===== src/rtl/iobr_pkg.sv =====
package iobr_pkg;
  localparam int ADDR_W = 17;
  localparam int DATA_W = 32;

  localparam logic [ADDR_W-1:0] IO_CONSOLE = 17'h10000;
  localparam logic [ADDR_W-1:0] IO_KEY     = 17'h1FC80;
  localparam logic [ADDR_W-1:0] IO_PMADDR  = 17'h1FC84;
  localparam logic [ADDR_W-1:0] IO_PMDATA  = 17'h1FC88;
  localparam logic [ADDR_W-1:0] IO_TIMER   = 17'h1FFF4;
  localparam logic [ADDR_W-1:0] IO_DEBUG   = 17'h1FFF8;
  localparam logic [ADDR_W-1:0] IO_EXIT    = 17'h1FFFC;

  typedef struct packed {
    logic ramRd;
    logic ramWr;
    logic conWr;
    logic conRd;
    logic timerRd;
    logic dbgWr;
    logic exitWr;
    logic keyWr;
    logic pmAddrWr;
    logic pmDataWr;
    logic badRd;
    logic badWr;
  } ioStrobes_t;

  function automatic logic [DATA_W-1:0] alignBySize(input logic [DATA_W-1:0] a,
                                                    input logic [1:0] sz);
    logic [DATA_W-1:0] r;
    r = a;
    if (sz == 2'd1) r[0] = 1'b0;
    else if (sz == 2'd2) r[1:0] = 2'b00;
    return r;
  endfunction
endpackage


===== src/rtl/iobr_ctrl.sv =====
module iobr_ctrl
  import iobr_pkg::*;
(
  input  logic              reqValid,
  input  logic              reqWrite,
  input  logic [ADDR_W-1:0] reqAddr,
  output ioStrobes_t        stb
);
  logic isIo;
  assign isIo = reqAddr[ADDR_W-1];

  always_comb begin
    stb = '0;
    if (reqValid) begin
      if (!isIo) begin
        stb.ramRd = !reqWrite;
        stb.ramWr = reqWrite;
      end else if (reqWrite) begin
        case (reqAddr)
          IO_CONSOLE: stb.conWr    = 1'b1;
          IO_KEY:     stb.keyWr    = 1'b1;
          IO_PMADDR:  stb.pmAddrWr = 1'b1;
          IO_PMDATA:  stb.pmDataWr = 1'b1;
          IO_DEBUG:   stb.dbgWr    = 1'b1;
          IO_EXIT:    stb.exitWr   = 1'b1;
          default:    stb.badWr    = 1'b1;
        endcase
      end else begin
        case (reqAddr)
          IO_CONSOLE: stb.conRd   = 1'b1;
          IO_TIMER:   stb.timerRd = 1'b1;
          default:    stb.badRd   = 1'b1;
        endcase
      end
    end
  end


  always_comb begin
    strobe_onehot_chk: assert ($onehot0(stb) && (reqValid || stb == '0));
  end
endmodule


===== src/rtl/iobr_dp.sv =====
module iobr_dp
  import iobr_pkg::*;
#(
  parameter int              TICK_DIV   = 100,
  parameter logic [DATA_W-1:0] UNLOCK_KEY = 32'h1337F7D1
) (
  input  logic              clk,
  input  logic              rst,
  input  ioStrobes_t        stb,
  input  logic [1:0]        reqSize,
  input  logic [ADDR_W-1:0] reqAddr,
  input  logic [DATA_W-1:0] reqWdata,
  input  logic [DATA_W-1:0] exitCode,
  input  logic [DATA_W-1:0] ramRdata,
  input  logic              conInValid,
  input  logic [7:0]        conInByte,
  output logic [DATA_W-1:0] rdata,
  output logic              ramEn,
  output logic              ramWe,
  output logic [ADDR_W-2:0] ramAddr,
  output logic              pmWe,
  output logic [DATA_W-1:0] pmAddr,
  output logic              conOutValid,
  output logic [7:0]        conOutByte,
  output logic              conInReady,
  output logic              dbgValid,
  output logic [DATA_W-1:0] dbgData,
  output logic              exitValid,
  output logic [DATA_W-1:0] exitData,
  output logic              illegalRead,
  output logic              unknownWrite
);
  localparam int PRE_W = (TICK_DIV > 1) ? $clog2(TICK_DIV) : 1;
  localparam logic [PRE_W-1:0] PRE_LAST = PRE_W'(TICK_DIV - 1);
  localparam int RAM_W = ADDR_W - 1;

  logic              unlocked;
  logic [DATA_W-1:0] pmAddrQ;
  logic [PRE_W-1:0]  prescale;
  logic [DATA_W-1:0] tickCount;
  logic [DATA_W-1:0] ramWide;

  // Keyed program-memory write path
  always_ff @(posedge clk) begin
    if (rst) begin
      unlocked <= 1'b0;
      pmAddrQ  <= '0;
    end else begin
      if (stb.keyWr) unlocked <= (reqWdata == UNLOCK_KEY);
      if (stb.pmAddrWr) pmAddrQ <= reqWdata;
      else if (stb.pmDataWr && unlocked) pmAddrQ <= pmAddrQ + DATA_W'(4);
    end
  end

  // Prescaled cycle timer
  always_ff @(posedge clk) begin
    if (rst) begin
      prescale  <= '0;
      tickCount <= '0;
    end else if (prescale == PRE_LAST) begin
      prescale  <= '0;
      tickCount <= tickCount + 1'b1;
    end else begin
      prescale <= prescale + 1'b1;
    end
  end

  assign ramWide = alignBySize({{(DATA_W-RAM_W){1'b0}}, reqAddr[RAM_W-1:0]}, reqSize);
  assign ramAddr = ramWide[RAM_W-1:0];
  assign ramEn   = stb.ramRd | stb.ramWr;
  assign ramWe   = stb.ramWr;

  assign pmWe   = stb.pmDataWr & unlocked;
  assign pmAddr = alignBySize(pmAddrQ, reqSize);

  assign conOutValid = stb.conWr;
  assign conOutByte  = reqWdata[7:0];
  assign conInReady  = stb.conRd;
  assign dbgValid    = stb.dbgWr;
  assign dbgData     = reqWdata;
  assign exitValid   = stb.exitWr;
  assign exitData    = exitCode;
  assign illegalRead  = stb.badRd;
  assign unknownWrite = stb.badWr;

  always_comb begin
    rdata = '0;
    if (stb.ramRd) rdata = ramRdata;
    else if (stb.conRd) rdata = conInValid ? {{(DATA_W-8){1'b0}}, conInByte} : '1;
    else if (stb.timerRd) rdata = tickCount;
  end


  pm_step_chk: assert property (@(posedge clk) disable iff (rst)
    pmWe |=> (pmAddrQ == $past(pmAddrQ) + DATA_W'(4)));

  pm_hold_chk: assert property (@(posedge clk) disable iff (rst)
    (!unlocked && !stb.pmAddrWr) |=> $stable(pmAddrQ));

  unlock_set_chk: assert property (@(posedge clk) disable iff (rst)
    (stb.keyWr && reqWdata == UNLOCK_KEY) |=> unlocked);

  tick_step_chk: assert property (@(posedge clk) disable iff (rst)
    (tickCount != $past(tickCount)) |-> ($past(prescale) == PRE_LAST));

  tick_bound_chk: assert property (@(posedge clk) disable iff (rst)
    prescale <= PRE_LAST);

  always_comb begin
    ram_align_chk: assert (!(ramEn && reqSize == 2'd2) || ramAddr[1:0] == 2'b00);
  end
endmodule


===== src/rtl/dmem_io_bridge.sv =====
module dmem_io_bridge
  import iobr_pkg::*;
#(
  parameter int          TICK_DIV   = 100,
  parameter logic [31:0] UNLOCK_KEY = 32'h1337F7D1
) (
  input  logic        clk,
  input  logic        rst,
  input  logic        reqValid,
  input  logic        reqWrite,
  input  logic [1:0]  reqSize,
  input  logic [16:0] reqAddr,
  input  logic [31:0] reqWdata,
  output logic [31:0] rdata,
  output logic        illegalRead,
  output logic        unknownWrite,
  output logic        ramEn,
  output logic        ramWe,
  output logic [15:0] ramAddr,
  output logic [1:0]  ramSize,
  output logic [31:0] ramWdata,
  input  logic [31:0] ramRdata,
  output logic        pmWe,
  output logic [31:0] pmAddr,
  output logic [1:0]  pmSize,
  output logic [31:0] pmWdata,
  output logic        conOutValid,
  output logic [7:0]  conOutByte,
  input  logic        conInValid,
  input  logic [7:0]  conInByte,
  output logic        conInReady,
  output logic        dbgValid,
  output logic [31:0] dbgData,
  output logic        exitValid,
  input  logic [31:0] exitCode,
  output logic [31:0] exitData
);
  ioStrobes_t stb;

  assign ramSize  = reqSize;
  assign ramWdata = reqWdata;
  assign pmSize   = reqSize;
  assign pmWdata  = reqWdata;

  iobr_ctrl u_ctrl (
    .reqValid (reqValid),
    .reqWrite (reqWrite),
    .reqAddr  (reqAddr),
    .stb      (stb)
  );

  iobr_dp #(
    .TICK_DIV   (TICK_DIV),
    .UNLOCK_KEY (UNLOCK_KEY)
  ) u_dp (
    .clk          (clk),
    .rst          (rst),
    .stb          (stb),
    .reqSize      (reqSize),
    .reqAddr      (reqAddr),
    .reqWdata     (reqWdata),
    .exitCode     (exitCode),
    .ramRdata     (ramRdata),
    .conInValid   (conInValid),
    .conInByte    (conInByte),
    .rdata        (rdata),
    .ramEn        (ramEn),
    .ramWe        (ramWe),
    .ramAddr      (ramAddr),
    .pmWe         (pmWe),
    .pmAddr       (pmAddr),
    .conOutValid  (conOutValid),
    .conOutByte   (conOutByte),
    .conInReady   (conInReady),
    .dbgValid     (dbgValid),
    .dbgData      (dbgData),
    .exitValid    (exitValid),
    .exitData     (exitData),
    .illegalRead  (illegalRead),
    .unknownWrite (unknownWrite)
  );
endmodule


===== config.mk =====
export PLATFORM = sky130hd
export DESIGN_NAME = dmem_io_bridge
export DESIGN_NICKNAME = d
export VERILOG_FILES = /design/src/rtl/iobr_pkg.sv /design/src/rtl/iobr_ctrl.sv /design/src/rtl/iobr_dp.sv /design/src/rtl/dmem_io_bridge.sv
export SDC_FILE = /design/constraint.sdc
export NUM_CORES = 1
export LEC_CHECK = 0
export ABC_AREA = 1
export BUFFER_PORTS_ARGS = -buffer_cell sky130_fd_sc_hd__buf_2
export CORE_UTILIZATION = 30
export CTS_BUF_LIST = sky130_fd_sc_hd__clkbuf_4
export CTS_CLUSTER_DIAMETER = 30
export DETAILED_ROUTE_END_ITERATION = 10
export PLACE_DENSITY = 0.65
export SLEW_MARGIN = 20
export SYNTH_ARGS = -nofsm -noshare
export SYNTH_HDL_FRONTEND = slang
export SYNTH_SLANG_ARGS = --single-unit

===== constraint.sdc =====
create_clock -name clk -period 3.4 [get_ports clk]
set_input_delay 0.34 -clock clk [delete_from_list [all_inputs] [get_ports clk]]
set_output_delay 0.34 -clock clk [all_outputs]
set_load 0.02 [all_outputs]

==> out/metrics.cfg, run 1 <==
[logic_synthesis]
synth.top_cell.area_share = 0.201
synth-main-ff-cell = dfxtp_1
synth-edff-count = 0
syn_area_sq_um = 7190
ys_ff_latch = 72
synth.area.top_cells = dfxtp_1, buf_4, nand2_1, nand3_1, nor2_1
yosysSeqAreaShare = 0.201
yosysUniqueCellTypes = 40
yosysWarnings = 0
synthCells = 1187
synth_area_per_cell_sq_um = 6.05
synth_common_cells = nand2_1, buf_4, nor2_1, nand3_1, inv_1
synthArstFlopShare = 0
syn_nets = 1318
yosysMostFrequentCell = nand2_1
synth_top_area_cell = dfxtp_1

[floorplan]
rows = 56
dieWidth_microns = 157
io_pins = 357
initial_utilization = 0.306
die_area_sq_um = 24600
fp.dieH_microns = 157
core_sq_um = 23500

[grt]
grt_pass1_wl_mm = 34.9
grt_max_degree = 45
antenna_found_initial = 0
overflow = 0
grt_usage = 0.184
grt_pass1_vias = 6677

[finish]
syn2layout_area_growth_pct = 7.76
final_nets = 1408
drive_gt1_frac = 0.286
final_util = 0.330
fillerInstances = 2620
n_antenna_cell = 0
multi_input_area_sq_um = 3750
seqCellArea_sq_um = 1440
final_cells = 1601

[timing]
worst_slew_pin_slew_ps = 875
finalSetupTns_ps = 0
slew_headroom = 0.416
finalHoldViolCount = 0
timing.final.crit_period_ps = 2390
min_period_over_period = 0.703
rsz0062_at_grt = false
hold_slack_ps = 217
slew_violations = 0
max_freq_ghz = 0.418
skew_ps = 20.1
setup_viol_count_final = 0

[placement]
dp_hpwl_mm = 18.2
dp.cells = 1585
io_buffers = 292
place_congestion = 0.920

[setup_path]
crit_arrival_ps = 2050
path_delay_family = simple AND/OR/NAND/NOR gates
crit_chain = buf_2 -> nand2_1 -> nor2_2 -> nand4_1 -> nor4_4 -> buf_4 -> nand4_1 -> nand3_1 -> buf_2
crit_buf_inv = 3
worstSetupPathType = input pin to primary output
setup.worst_path.start_class = input pin
critPathMaxStageDelay_ps = 420
required_ps = 3060
cp-end-kind = primary output
reg2reg_slack_ps = 1470
cp_slowest_cell = nor4_4
cp_max_fo = 26

[job]
maxCapViolations = 0

[drt]
drtAntennaViolNets = 0
via_count = 7522
drt-pass1-iter-count = 5
vias_per_cell = 4.70
drc = 0
drt-initial-drc-count = 521
wl_mm = 22.9
wl_per_cell_microns = 14.3

[clock_network]
cts_setup_buffers = 0
cts-root-buf = clkbuf_4
cts_made_buffers = 9
cts_max_level = 3
cts_sinks = 72
cts_max_path_buffers = 2
clkTransAtPathRegs_ps = 140
clk_latency_ps = 460
cts_tree = yes
ctsHoldBuffers = 0
post_cts_resized = 0

[power_and_ir_drop]
ir_drop_mv = 0.132
power_density_nw_per_um2 = 265
leakage_nw = 3.58

[status]
run_status = finished, final reports clean

[hold_path]
hold_path_class = input pin to register

[through the flow]
step	power, mW	cell area, sq um	worst slack [ps]
CTS	2.08	7740	993
finish	2.05	7740	1010
detailed placement	1.27	7530	996
global placement	1.26	7530	1050
floorplan	1.23	7190	1570
global route	2.14	7740	798
[cells by family after synthesis]
family / count (synthesis) / share of synthesized area
flip-flops: 72 / 0.201
AO/OA/AOI/OAI: 69 / 0.0505
AND/OR/NAND/NOR: 695 / 0.444
buffers and inverters: 330 / 0.277
adder cells (fa/ha/maj): 3 / 0.00522
XOR/XNOR: 18 / 0.0219
[metal layers]
| layer | share of wire | track usage |
|---|---|---|
| met1 | 0.42 | 0.208 |
| met5 | 0 | 0 |
| met4 | 0.017 | 0.0472 |
| met3 | 0.041 | 0.0282 |
| met2 | 0.52 | 0.354 |
[cells in the final DEF, fill, tap and decap left out, types with 7 or more instances in the layout]
master and n:
nor2_1 131, a21oi_1 40, nand4_1 61, buf_2 292
clkbuf_4 11, dfxtp_1 72, inv_1 98, o21ai_0 21
nand3_1 99, buf_4 10, nand2_1 313, nor2_2 17
nand3b_1 16, xnor2_1 7, or2_2 8, inv_2 7
xor2_1 11, nor3_1 24
[worst reg2reg max path: cells and delay by family, from the launching register on]
kind / cells / cell delay [ps]
simple gates: 8 / 1250
compound gates: 1 / 40
fa+ha+maj: 1 / 180
flops: 1 / 370
[power breakdown]
group | internal, mW | switching [mW] | total (mW)
Sequential | 0.846 | 0.00184 | 0.848
Combinational | 0.125 | 0.272 | 0.397
Clock | 0.464 | 0.343 | 0.807
Total | 1.44 | 0.616 | 2.05
[cell type report]
class	instances	area share
Inverter	107	0.0519
Clock buffer	11	0.0107
Tap cell	319	0.0515
Sequential cell	72	0.186
Multi-Input combinational cell	785	0.485
Timing Repair Buffer	302	0.198
Clock inverter	5	0.0166
[state kept, by name, indices dropped and copies added, names as in the netlist]
signal,flops
u_dp.prescale,7
u_dp.tickCount,32
u_dp.unlocked,1
u_dp.pmAddrQ,32
[worst paths after layout]
check | endpoint | startpoint | depth (start not counted)
max | rdata[30] | reqAddr[12] | 9
min | u_dp.pmAddrQ[28] | reqWdata[28] | 5
max reg2reg | u_dp.tickCount[15] | u_dp.prescale[0] | 10
min reg2reg | u_dp.prescale[0] | u_dp.prescale[0] | 1
Power figures use the tool's default switching activity.
==> run 2, diff against run 1 <==
==> constraint.sdc (replaced) <==
create_clock -name clk -period 2.44 [get_ports clk]
set_input_delay 0.244 -clock clk [delete_from_list [all_inputs] [get_ports clk]]
set_output_delay 0.244 -clock clk [all_outputs]
set_load 0.02 [all_outputs]
==> out/metrics.cfg, run 2 (synthesis results as in run 1) <==
[floorplan]
core_sq_um = 23500
dieWidth_microns = 157
fp.dieH_microns = 157
io_pins = 357
initial_utilization = 0.306
die_area_sq_um = 24600
rows = 56

[power_and_ir_drop]
switchingPower_uw = 874
leakage_nw = 3.55
pwr-share-clk = 0.288
p_comb_frac = 0.228
sequentialPowerShare = 0.485
swShare = 0.358
power_density_nw_per_um2 = 317
ir_drop_mv = 0.163
p_int_mw = 1.56
power.total_mw = 2.44

[grt]
grt_pass1_wl_mm = 35.1
grt_usage = 0.184
antenna_found_initial = 1
grt_max_degree = 40
grt_pass1_vias = 6674
overflow = 0

[clock_network]
clkTransAtPathRegs_ps = 130
cts-root-buf = clkbuf_4
ctsHoldBuffers = 0
clk_latency_ps = 460
cts_sinks = 72
post_cts_resized = 0
cts_tree = yes
cts_setup_buffers = 0
cts_max_path_buffers = 2
cts_max_level = 3
cts_made_buffers = 9

[timing]
slew_violations = 0
finalHoldViolCount = 0
skew_ps = 18.1
worst_slew_pin_slew_ps = 596
slew_headroom = 0.599
timing.final.crit_period_ps = 2140
rsz0062_at_grt = false
setup_viol_count_final = 0
min_period_over_period = 0.878
max_freq_ghz = 0.467
finalSetupTns_ps = 0

[setup_path]
startpoint = reqAddr[11]
critPathCapture = rdata[13]
setup.worst_path.start_class = input pin
reg2reg_slack_ps = 560
crit_arrival_ps = 1900
reg2reg_to = u_dp.tickCount[15]
rr_worst_depth = 10
cp_max_fo = 24
worstSetupPathType = input pin to primary output
required_ps = 2200
cp-end-kind = primary output
r2r-start = u_dp.prescale[0]

[drt]
wl_mm = 22.6
dr_wl_met3_microns = 907
vias_per_cell = 4.62
via_count = 7407
drt-pass1-iter-count = 5
drc = 0
routed.top_layer = met4
drt-initial-drc-count = 485
wl_met2_mm = 11.8
wl_per_cell_microns = 14.1
drtAntennaViolNets = 0
met1_length_mm = 9.68

[finish]
fillerInstances = 2633
final_common_cell = nand2_1
reg_top3 = u_dp.pmAddrQ x32, u_dp.tickCount x32, u_dp.prescale x7
syn2layout_area_growth_pct = 6.93
final_cell_mix = nand2_1, buf_2, nor2_1
design_area_sq_um = 7680
drive_gt1_frac = 0.287
final_nets = 1409

[job]
maxCapViolations = 0

[placement]
io_buffers = 292
dp_hpwl_mm = 18.0
post_dp_cell_area_sq_um = 7570
place_congestion = 0.901

[hold_path]
hold_path_class = input pin to register
min_from = reqWdata[11]

[status]
run_status = finished, final reports clean

run 2: cell count changes in the layout (fill, tap and decap cells not counted), sizes merged:
cell	before	now
buf	302	303
clkinvlp	0	1
clkinv	3	8
bufinv	4	0
clkbuf	11	9
diode	0	1
run 2: how the worst min path moves through the flow:
stage / depth (start not counted) / to / slack (ps)
after global routing: 3 / u_dp.pmAddrQ[20] / 120
final: 3 / u_dp.pmAddrQ[11] / 120
after detailed placement: 1 / u_dp.prescale[0] / 440
after global placement: 1 / u_dp.prescale[0] / 430
after CTS: 3 / u_dp.pmAddrQ[11] / 100
after floorplan: 1 / u_dp.prescale[0] / 420
run 2: routing by layer:
metal,vias to the layer above,global-route usage
met3,15,0.0282
met1,3353,0.210
met4,0,0.0364
met2,218,0.355
li1,3821,-
met5,-,0
run 2: power groups by stage:
stage / combinational [mW] / sequential (mW) / clock [mW]
detailed placement: 0.558 / 1.21 / 0
global route: 0.607 / 1.18 / 0.771
global placement: 0.555 / 1.21 / 0
finish: 0.556 / 1.18 / 0.701
CTS: 0.560 / 1.18 / 0.723
floorplan: 0.510 / 1.21 / 0
run 2: critical path, stage by stage:
cell and delay, ps:
buf_2 110, or2_1 230, nor3_1 190, nand2_1 150, nor2_8 180, nand4_4 370
nand3_1 230, buf_2 180
run 2: area by class of cell:
class                           count  area, sq um  area share
Inverter                          107          402      0.0523
Sequential cell                    72         1440       0.188
Antenna cell                        1         2.50    0.000326
Clock buffer                        9         67.6     0.00879
Multi-Input combinational cell    785         3750       0.489
Timing Repair Buffer              303         1570       0.204
Tap cell                          319          399      0.0519
Clock inverter                      7         48.8     0.00635
run 2: per-stage QoR:
stage / util / worst slack [ps] / cells / hold WS, ps
after global placement: 0.322 / 308 / 1586 / 430
after CTS: 0.327 / 260 / 1602 / 96.2
after detailed placement: 0.322 / 269 / 1586 / 437
after floorplan: - / 797 / 1187 / 418
final: 0.327 / 298 / 1603 / 117
after global routing: 0.327 / 78.6 / 1603 / 118
==> run 3, diff against run 2 <==
--- a/config.mk
+++ b/config.mk
@@ -7,11 +7,12 @@
 export LEC_CHECK = 0
 export ABC_AREA = 1
 export BUFFER_PORTS_ARGS = -buffer_cell sky130_fd_sc_hd__buf_2
-export CORE_UTILIZATION = 30
+export CORE_AREA = 3 3 138 140
 export CTS_BUF_LIST = sky130_fd_sc_hd__clkbuf_4
 export CTS_CLUSTER_DIAMETER = 30
 export DETAILED_ROUTE_END_ITERATION = 10
-export PLACE_DENSITY = 0.65
+export DIE_AREA = 0 0 141 143
+export PLACE_DENSITY = 0.8
 export SLEW_MARGIN = 20
 export SYNTH_ARGS = -nofsm -noshare
 export SYNTH_HDL_FRONTEND = slang
==> out/metrics.cfg, run 3 (synthesis results as in run 1) <==
[timing]
setup_slack_ps = 262
timing.final.crit_period_ps = 2180
rsz0062_at_grt = false
skew_ps = 14.7
finalSetupTns_ps = 0
finalHoldViolCount = 0
worst_slew_pin_slew_ps = 550
setup_viol_count_final = 0
slew_headroom = 0.630
min_period_over_period = 0.893
max_freq_ghz = 0.459
slew_violations = 0

[finish]
final_common_cell = nand2_1
final_cells = 1514
final_nets = 1411
design_area_sq_um = 7590
final_cell_mix = nand2_1, buf_2, nor2_1
final_util = 0.423
reg_top3 = u_dp.pmAddrQ x32, u_dp.tickCount x32, u_dp.prescale x7
syn2layout_area_growth_pct = 5.66
drive_gt1_frac = 0.286

[placement]
io_buffers = 292
dp.cells = 1498
post_dp_cell_area_sq_um = 7440
dp_slack_ps = 245
place_congestion = 0.952
dp_hpwl_mm = 18.6

[floorplan]
initial_utilization = 0.400
rows = 49
fp.dieH_microns = 143
io_pins = 357
die_area_sq_um = 20200
dieWidth_microns = 141
core_sq_um = 18000

[setup_path]
required_ps = 2200
worstSetupPathType = input pin to primary output
crit_chain = buf_2 -> inv_2 -> nand2_2 -> nor2_4 -> nand2_1 -> nor3_2 -> nand2_1 -> nor2_8 -> nand4_4 -> nand3_1 -> buf_2
rr_worst_depth = 8
cp-end-kind = primary output
critPathMaxStageDelay_ps = 360
cp_slowest_cell = nand4_4
setup.worst_path.start_class = input pin
path_delay_family = simple AND/OR/NAND/NOR gates
crit_arrival_ps = 1930
reg2reg_slack_ps = 410
worst-path-stages = 11
cp_max_fo = 24
crit_buf_inv = 3

[drt]
wl_per_cell_microns = 15.2
drc = 0
drt-pass1-iter-count = 5
wl_mm = 23.0
vias_per_cell = 5.05
drtAntennaViolNets = 0
via_count = 7650
drt-initial-drc-count = 512

[clock_network]
post_cts_resized = 0
clkTransAtPathRegs_ps = 120
cts_made_buffers = 9
ctsHoldBuffers = 0
cts_max_path_buffers = 2
cts-root-buf = clkbuf_4
cts_max_level = 3
cts_setup_buffers = 0
cts_tree = yes
cts_sinks = 72
clk_latency_ps = 460

[hold_path]
holdPathStages = 5
hold_path_class = input pin to register

[power_and_ir_drop]
power_density_nw_per_um2 = 344
leakage_nw = 3.56
ir_drop_mv = 0.251

[job]
maxCapViolations = 0

[grt]
overflow = 0
antenna_found_initial = 1
grt_pass1_wl_mm = 35.6
grt_max_degree = 44
grt_usage = 0.220
grt_pass1_vias = 6980

[status]
run_status = finished, final reports clean

==> run 3: cell types whose count changed in the layout (fill, tap and decap cells not counted), moves of 2 or more <==
cell / change
clkinv_2: -2
buf_4: +4
bufinv_16: +2
buf_12: -2
clkinv_1: +2
clkinv_4: -3
==> run 3: path summary, 6_finish.rpt <==
path / from / endpoint
max: reqAddr[0] / rdata[17]
min: reqWdata[27] / u_dp.pmAddrQ[27]
max reg2reg: u_dp.prescale[0] / u_dp.tickCount[2]
min reg2reg: u_dp.prescale[0] / u_dp.prescale[0]
==> run 3: tightest hold or removal path, cell delays in order <==
cell and delay (ps):
buf_2 110, nand2_1 50, nand3_1 70, nand2_1 40, inv_1 40
==> run 3: metal layers <==
layer,wire length (microns),GRT usage,vias up
met4,509,0.0678,0
met3,1290,0.0425,36
li1,-,-,3827
met5,0,0,-
met2,12000,0.412,286
met1,9230,0.252,3501
==> run 3: stage by stage <==
stage                     hold WS, ps  power (mW)
after detailed placement          441        1.77
after global routing             93.4        2.72
after floorplan                   418        1.72
final                             124        2.61
after global placement            435        1.76
after CTS                        88.8        2.64
==> run 3: report_power, final <==
part	internal [mW]	switching [mW]	total [mW]
clock network	0.414	0.459	0.873
registers	1.18	0.00265	1.18
logic	0.175	0.383	0.558
==> run 3: cell type report <==
cell class                 count  area [sq um]
sequential                    72          1440
fill                        1971         10400
clock inverter                 5          72.6
inverter                     107           402
clock buffer                  10          75.1
tap                          229           287
timing repair buffer         305          1560
antenna                        1          2.50
multi-input combinational    785          3750
